==> src/rtl/pwm_gate_pkg.sv <==
package pwm_gate_pkg;
  typedef enum logic [1:0] {
    DRV_OFF   = 2'b00,
    DRV_LOWON = 2'b01,
    DRV_RUN   = 2'b10,
    DRV_OFF_B = 2'b11
  } drv_mode_e;
endpackage

==> src/rtl/pwm_timebase.sv <==
module pwm_timebase #(
  parameter int PERIOD = 333,
  parameter int MAXON  = 299,
  parameter int MINON  = 34,
  parameter int CW     = 9
) (
  input  logic          clk,
  input  logic          rst,
  input  logic [CW-1:0] duty_cmd,
  output logic [CW-1:0] pos,
  output logic [CW-1:0] on_len,
  output logic          pstart
);
  localparam logic [CW-1:0] LAST = CW'(PERIOD - 1);
  localparam logic [CW-1:0] MAXV = CW'(MAXON);
  localparam logic [CW-1:0] MINV = CW'(MINON);

  logic          wrap;
  logic [CW-1:0] lim_len;

  assign wrap = (pos == LAST);

  always_comb begin
    if (duty_cmd < MINV)      lim_len = '0;
    else if (duty_cmd > MAXV) lim_len = MAXV;
    else                      lim_len = duty_cmd;
  end

  always_ff @(posedge clk) begin
    if (rst) begin
      pos    <= '0;
      on_len <= '0;
      pstart <= 1'b0;
    end else begin
      pos    <= wrap ? '0 : pos + 1'b1;
      pstart <= wrap;
      if (wrap) on_len <= lim_len;
    end
  end


  len_range_chk: assert property (@(posedge clk) disable iff (rst)
    (on_len == '0) || (on_len >= MINV && on_len <= MAXV));

  strobe_pos_chk: assert property (@(posedge clk) disable iff (rst)
    pstart |-> (pos == '0));

  len_hold_chk: assert property (@(posedge clk) disable iff (rst)
    (pos != '0) |-> $stable(on_len));
endmodule

==> src/rtl/pwm_deadtime.sv <==
module pwm_deadtime #(
  parameter int DEAD_CYC = 2
) (
  input  logic clk,
  input  logic rst,
  input  logic hs_want,
  input  logic ls_want,
  output logic hs_q,
  output logic ls_q
);
  localparam int IW = $clog2(DEAD_CYC + 1);
  localparam logic [IW-1:0] GAP_LAST = IW'(DEAD_CYC - 1);
  localparam logic [IW-1:0] GAP_SAT  = IW'(DEAD_CYC);

  logic [IW-1:0] idle;
  logic          gap_done;

  assign gap_done = !hs_q && !ls_q && (idle >= GAP_LAST);

  always_ff @(posedge clk) begin
    if (rst) begin
      hs_q <= 1'b0;
      ls_q <= 1'b0;
      idle <= '0;
    end else begin
      hs_q <= hs_want && (hs_q || gap_done);
      ls_q <= ls_want && !hs_want && (ls_q || gap_done);
      if (hs_q || ls_q)       idle <= '0;
      else if (idle < GAP_SAT) idle <= idle + 1'b1;
    end
  end


  excl_chk: assert property (@(posedge clk) disable iff (rst)
    !(hs_q && ls_q));

  hs_gap_chk: assert property (@(posedge clk) disable iff (rst)
    $rose(hs_q) |-> $past(!ls_q));

  ls_gap_chk: assert property (@(posedge clk) disable iff (rst)
    $rose(ls_q) |-> $past(!hs_q));

  off_chk: assert property (@(posedge clk) disable iff (rst)
    (!hs_want && !ls_want) |=> (!hs_q && !ls_q));

  hs_drop_chk: assert property (@(posedge clk) disable iff (rst)
    !hs_want |=> !hs_q);
endmodule

==> src/rtl/pwm_gate_ctrl.sv <==
module pwm_gate_ctrl #(
  parameter int CLK_HZ   = 100_000_000,
  parameter int SW_HZ    = 300_000,
  parameter int MAX_PCT  = 90,
  parameter int MIN_PCT  = 10,
  parameter int DEAD_CYC = 2,
  localparam int PERIOD  = CLK_HZ / SW_HZ,
  localparam int CW      = $clog2(PERIOD + 1)
) (
  input  logic          clk,
  input  logic          rst,
  input  logic [1:0]    mode,
  input  logic [CW-1:0] duty_cmd,
  output logic          hs_en,
  output logic          ls_en,
  output logic          period_start
);
  import pwm_gate_pkg::*;

  localparam int MAXON = (PERIOD * MAX_PCT) / 100;
  localparam int MINON = (PERIOD * MIN_PCT + 99) / 100;

  drv_mode_e     m;
  logic [CW-1:0] pos, on_len;
  logic          run, hs_req, ls_req;

  assign m      = drv_mode_e'(mode);
  assign run    = (m == DRV_RUN);
  assign hs_req = run && (pos < on_len);
  assign ls_req = (m == DRV_LOWON) || (run && !(pos < on_len));

  pwm_timebase #(
    .PERIOD(PERIOD), .MAXON(MAXON), .MINON(MINON), .CW(CW)
  ) u_tb (
    .clk(clk), .rst(rst), .duty_cmd(duty_cmd),
    .pos(pos), .on_len(on_len), .pstart(period_start)
  );

  pwm_deadtime #(.DEAD_CYC(DEAD_CYC)) u_dt (
    .clk(clk), .rst(rst), .hs_want(hs_req), .ls_want(ls_req),
    .hs_q(hs_en), .ls_q(ls_en)
  );


  skip_chk: assert property (@(posedge clk) disable iff (rst)
    (run && on_len == '0) |=> !hs_en);
endmodule

==> config.mk <==
export PLATFORM = sky130hd
export DESIGN_NAME = pwm_gate_ctrl
export DESIGN_NICKNAME = d
export VERILOG_FILES = /design/src/rtl/pwm_gate_pkg.sv /design/src/rtl/pwm_timebase.sv /design/src/rtl/pwm_deadtime.sv /design/src/rtl/pwm_gate_ctrl.sv
export SDC_FILE = /design/constraint.sdc
export NUM_CORES = 1
export LEC_CHECK = 0
export CORE_ASPECT_RATIO = 0.5
export CORE_MARGIN = 1.5
export CORE_UTILIZATION = 45
export CTS_CLUSTER_DIAMETER = 30
export DETAILED_ROUTE_END_ITERATION = 6
export DONT_BUFFER_PORTS = 1
export PLACE_DENSITY_LB_ADDON = 0.15
export SETUP_SLACK_MARGIN = 0.1
export SYNTH_ARGS = -nofsm -noshare
export SYNTH_HDL_FRONTEND = slang
export SYNTH_HIERARCHICAL = 1
export SYNTH_SLANG_ARGS = --single-unit
==> constraint.sdc <==
create_clock -name clk -period 3.5 [get_ports clk]
set_clock_uncertainty 0.05 [all_clocks]
set_input_delay 0.35 -clock clk [delete_from_list [all_inputs] [get_ports clk]]
set_output_delay 0.35 -clock clk [all_outputs]
set_load 0.01 [all_outputs]
* Word-level counts from Yosys, hierarchy flattened *
Cells that the tools add are included.

cells by class
  magnitude comparators = 5
  reduce and logical (&&, ||, !) cells = 17
  equality and inequality tests = 3
  add/sub/neg operators = 2
  muxes and demuxes = 2

operator list
  operator                                                                      number
  9-bit 2-to-1 mux                                                              2
  9-bit by 1-bit adder with 9-bit output, second input constant                 1
  9-bit equality test, second input constant                                    1
  9-bit > comparator, second input constant                                     1
  9-bit by 6-bit less-than comparator with 1-bit output, second input constant  1
  9-bit less-than comparator                                                    1
  1-bit logical AND                                                             7
  1-bit logical NOT                                                             4
  1-bit logical OR                                                              4
  2-bit OR reduction                                                            2
  2-bit by 1-bit adder with 2-bit output, second input constant                 1
  2-bit by 1-bit equality test with 1-bit output, second input constant         1
  2-bit equality test, second input constant                                    1
  2-bit by 1-bit >= comparator with 1-bit output, second input constant         1
  2-bit less-than comparator, second input constant                             1

storage, ports and cells
  output and inout port bits = 3
  input port bits = 13
  word-level logic and storage cells = 35
  register bits after elaboration = 23

* Longest topological paths before layout *
  word-level depth = 6
  mapped depth = 8
  gate-level depth less buffers = 8

* Hierarchy *
The synthesis kept the hierarchy.

modules (own cells, without submodules)
  module         area an instance (um^2)  seq. area each (um^2)  cells each  instances
  pwm_timebase   773.2                    380.4                  82          1
  pwm_gate_ctrl  237.7                    0.0                    34          1
  pwm_deadtime   165.2                    80.1                   16          1

* Worst setup path before layout *
No wires, ideal clock.

  kind = register to register
  start point = register u_tb.pos[2]
  end point = register u_dt.ls_q
  data arrival time = 1.446 ns
  required time = 3.334 ns
  library setup time = 0.116 ns
  clock period less this slack = 1.612 ns
  path buffers = 0
  path slack = 1.888 ns
  stages on the path, launching flop included = 8
  path through = dfxtp_1 -> ha_1 -> a21o_1 -> a31oi_1 -> a31oi_1 -> nor3b_1 -> nor2_1 -> o211a_1

between the ends
  elaborated cells on any way between the ends = 8
  those cells by class = order compare: 1; reduce/logical: 7

RTL lines
  what                             line                 RTL
  start: declaration               pwm_timebase.sv:10   output logic [CW-1:0] pos,
  start signal: assignment         pwm_timebase.sv:35   pos <= wrap ? '0 : pos + 1'b1;
  9-bit less-than comparator       pwm_gate_ctrl.sv:29  assign hs_req = run && (pos < on_len);
  1-bit logical AND                pwm_gate_ctrl.sv:29
  via hs_req                       pwm_gate_ctrl.sv:25  logic run, hs_req, ls_req;
  1-bit logical NOT                pwm_deadtime.sv:27   ls_q <= ls_want && !hs_want && (ls_q || gap_done);
  1-bit logical AND (2 in series)  pwm_deadtime.sv:27
  end signal: assignment           pwm_deadtime.sv:27
  end: declaration                 pwm_deadtime.sv:9    output logic ls_q

The timed path passes the listed nets, and every way through them passes these cells.
A chain may end at the register's enable or synchronous reset.

* Worst setup path after layout *
Same ends and word-level chain as after synthesis.

==> impl_summary.md <==
Clock tree
The maximum count of clock buffers along a single path is 2. The clock root buffer is sky130_fd_sc_hd__clkbuf_8. The total clock sinks is 23. Counting the buffers created by CTS gives 3. The buffers inserted during post-CTS setup optimization is 0.

CTS built an H-tree with a depth of 1. TritonCTS built the clock tree. The post-cts hold buffer count is 0.

The clock-pin slew reported for the worst setup and hold paths after clock tree synthesis is about 80 ps. The clock insertion delay at the later pin of the skew report is 260 ps. Once the clock tree was built, the resizer swapped 0 gates to a different size.

Synthesis
The post-synthesis area per instance is ~8.9 sq um. Yosys attributes the largest share of cell area to sky130_fd_sc_hd__dfxtp_1 (39%), sky130_fd_sc_hd__ha_1 (12%), sky130_fd_sc_hd__nor2_1 (5.7%). The synthesized netlist devotes around 23% of its cell area to simple gates. The summed instance area of the synthesized netlist is between 1000 and 1500 sq um. Of the total synthesized cell area, the portion taken by full adders, half adders and majority gates is 11.7%. The count of flip-flops with a built-in enable after synthesis is 0. Counting instances in the post-synthesis netlist gives the leading cell types as sky130_fd_sc_hd__dfxtp_1 (23), sky130_fd_sc_hd__nor2_1 (18), sky130_fd_sc_hd__inv_1 (13), sky130_fd_sc_hd__nand2_1 (12), sky130_fd_sc_hd__ha_1 (11). The share of the synthesized netlist area taken by xor and xnor gates is 5.96%.

The flip-flop cell with the highest count after synthesis is sky130_fd_sc_hd__dfxtp_1. The Yosys warning count is 6. The synthesized netlist devotes 16.4% of its cell area to compound gates. After technology mapping, the gate count stands at 132.

Counting every net in the synthesized netlist gives 156. After synthesis, the largest family of logic cells by area is simple AND/OR/NAND/NOR gates. After synthesis the netlist holds a flip-flop and latch count of 23. The distinct cell type count after synthesis is 35. The area fraction of the dominant cell type after synthesis is between 30% and 40%. The sequential element share of the synthesized area is just under 40%. The multiplexer area fraction after synthesis is 0%.

sky130_fd_sc_hd__dfxtp_1 takes more of the synthesized area than any other cell. The cell with the most instances after synthesis is sky130_fd_sc_hd__dfxtp_1. For this run, asynchronously set or reset flops after synthesis account for 0%.

Die
The die area is approximately 2900 sq um. The number of I/O pins is 16. The core area is between 2000 and 2500 sq um.

For this configuration, the core starts out at a cell density of about half. The width of the chip is around 75 um. The number of placement rows is 12. The die outline height is ~39 um.

Timing
The slew of the pin with the lowest slew margin is 466 ps. The final-report setup violation count is 0. The clock period could shrink to between 1500 and 2000 ps. Static timing analysis puts the maximum clock frequency at ~550 MHz. After routing, the total negative slack on setup checks comes to 0 ps.

Setup repair after global routing left no endpoint under its margin. The worst slew slack as a fraction of its limit is between 60% and 70%. The count of final max-slew check failures is 0. The share of the cycle needed by the critical path after routing is between 50 and 60%. The final number of hold-violating endpoints was 0.

Global routing
The first global-routing pass estimated between 3000 and 4000 um of wire. After global routing the overflow that remains totals 0. The via count of the first global-routing pass is 823. In the global route stage, overall resource usage came out at about 17%.

The initial antenna violation count was 0. The pin count of the biggest net entering global routing is 13.

Route
After detailed routing, the number of remaining DRC violations is 0. The average wire length per cell after detail routing is 13.1 um. The routed design has between 2000 and 2500 um of wire. The detailed-route via count is about 900. The antenna violation net count after detailed routing is 0. In the routed layout, each cell is associated on average with a via count of between 5 and 6. The first detailed-routing pass took 4 iterations.

The first-iteration detailed-routing DRC count is 49.

Worst setup path
The required time reported for the critical path endpoint is 3610 ps. In this design, the stage delay of the slowest critical-path cell is approximately 430 ps. The most repeated library cell on the critical path is sky130_fd_sc_hd__a31oi_1. Data arrives at the worst endpoint at ~1900 ps. The setup slack on the worst flop-to-flop path is ~1700 ps. Traced cell by cell, the critical path runs through ha_1, a21o_1, a31oi_1, a31oi_1, nor3b_1, nor2_1, o211a_1. Along the worst path, the maximum fanout reaches 6. The worst setup path is launched from a flop.

The cell family with the largest share of critical-path delay is compound AO/OA/AOI/OAI gates. The worst-path cell with the longest stage delay is sky130_fd_sc_hd__dfxtp_1. The type of destination of the critical path is a flop.

The worst setup path is of the flop to flop kind. The combined buffer and inverter count along the critical path is 0.

Power
The maximum vdd ir drop is about 0.00013 V. The static leakage power is about 0.5 nW. Summing internal, switching and leakage power gives about 0.00054 W.

The power density over cell area is about 420 nW/um^2.

Cells and area
The end-of-flow core utilization is a little over half. The storage element area is 460 sq um. The number of antenna repair diodes is 0. The proportion of layout cells with a drive suffix above 1 is approximately 6.6%.

The count of nets after finishing is about 160. The count of fill cells added during filler insertion is 234. Relative to the synthesized area, the layout overhead comes to 7.55%. Summing all multi-input logic gate instances after layout gives roughly 670 sq um.

Job
The number of maximum-capacitance violations is 0.

Place
The number of port buffers is 0. Summed over all nets, the half-perimeter wirelength after detailed placement is around 1800 um. At the end of routability-driven placement, the weighted congestion stood at approximately 0.76.

Min path
The type of the worst min-delay path is input pin to flop.

Status
The flow ran to the end, and the final reports show no timing, DRC or antenna violations.
[layout by cell type, fill, tap and decap left out]
cell type and instances:
sky130_fd_sc_hd__nand2b_1 2, sky130_fd_sc_hd__a22o_1 5, sky130_fd_sc_hd__xnor2_1 5, sky130_fd_sc_hd__ha_1 11, sky130_fd_sc_hd__o21ai_0 5, sky130_fd_sc_hd__o211a_1 1, sky130_fd_sc_hd__nor2_2 1, sky130_fd_sc_hd__o41a_1 1
sky130_fd_sc_hd__a211oi_1 1, sky130_fd_sc_hd__and3_1 1, sky130_fd_sc_hd__a211o_1 1, sky130_fd_sc_hd__o2111ai_2 1, sky130_fd_sc_hd__or3_1 1, sky130_fd_sc_hd__nor2_1 18, sky130_fd_sc_hd__nand3_1 5, sky130_fd_sc_hd__nand2_1 12
sky130_fd_sc_hd__and4bb_2 1, sky130_fd_sc_hd__xor2_1 3, sky130_fd_sc_hd__and3b_1 1, sky130_fd_sc_hd__nand4_1 1, sky130_fd_sc_hd__nor2b_1 2, sky130_fd_sc_hd__a21oi_2 1, sky130_fd_sc_hd__a21boi_4 1, sky130_fd_sc_hd__clkbuf_1 1
sky130_fd_sc_hd__nor3_1 3, sky130_fd_sc_hd__o21bai_1 1, sky130_fd_sc_hd__nor4_1 1, sky130_fd_sc_hd__a21oi_1 2, sky130_fd_sc_hd__inv_1 13, sky130_fd_sc_hd__nor3b_1 1, sky130_fd_sc_hd__dfxtp_1 23, sky130_fd_sc_hd__a31oi_1 3
sky130_fd_sc_hd__and2_1 1, sky130_fd_sc_hd__nor4_2 1, sky130_fd_sc_hd__and4b_1 1, sky130_fd_sc_hd__clkbuf_8 3, sky130_fd_sc_hd__a21o_1 1
[metrics by stage]
step / cells / setup slack (ps) / hold WS, ps / area (sq um)
5_1_grt: 171 / 1500 / 84.0 / 1260
2_1_floorplan: 132 / 1890 / 373 / 1180
3_3_place_gp: 167 / 1740 / 378 / 1220
4_1_cts: 171 / 1680 / 93.4 / 1260
3_5_place_dp: 167 / 1710 / 377 / 1220
6_report: 171 / 1670 / 101 / 1260
[path summary, 6_finish.rpt]
check	startpoint	to	cells after the start
min	rst	u_dt/idle[0]	1
max	u_tb/pos[2]	u_dt/ls_q	7
max reg2reg	u_tb/pos[2]	u_dt/ls_q	7
min reg2reg	u_tb/on_len[3]	u_tb/on_len[3]	2
[per-layer routing]
layer  vias to the layer above  share of wire [%]  track usage, %
met3                         3                6.9            7.03
met2                        24                 39            25.4
li1                        462                  -               -
met5                         -                  0               0
met1                       409                 54            23.8
met4                         0               0.49            2.68
[sequential cells by signal (all words and copies together) (netlist names)]
signal	count
u_tb/pstart	1
u_dt/hs_q	1
u_tb/pos	9
u_dt/idle	2
u_tb/on_len	9
u_dt/ls_q	1
[cell type report]
class | count | area share, %
inverter | 13 | 3.86
sequential | 23 | 36.4
clock buffer | 4 | 3.56
tap | 35 | 3.46
multi-input combinational | 96 | 52.7
[kinds of logic after synthesis]
kind of cell	Yosys count
AO/OA/AOI/OAI	24
XOR/XNOR	8
adder cells (fa/ha/maj)	11
buffers and inverters	13
flip-flops	23
AND/OR/NAND/NOR	53
[report_power, final]
group | internal, W | switching [W] | total, W
clock network | 0.0000812 | 0.0000793 | 0.000161
registers | 0.000278 | 0.0000173 | 0.000295
logic | 0.0000385 | 0.0000424 | 0.0000809
total | 0.000397 | 0.000139 | 0.000537
(Power assumes the default switching activity.)
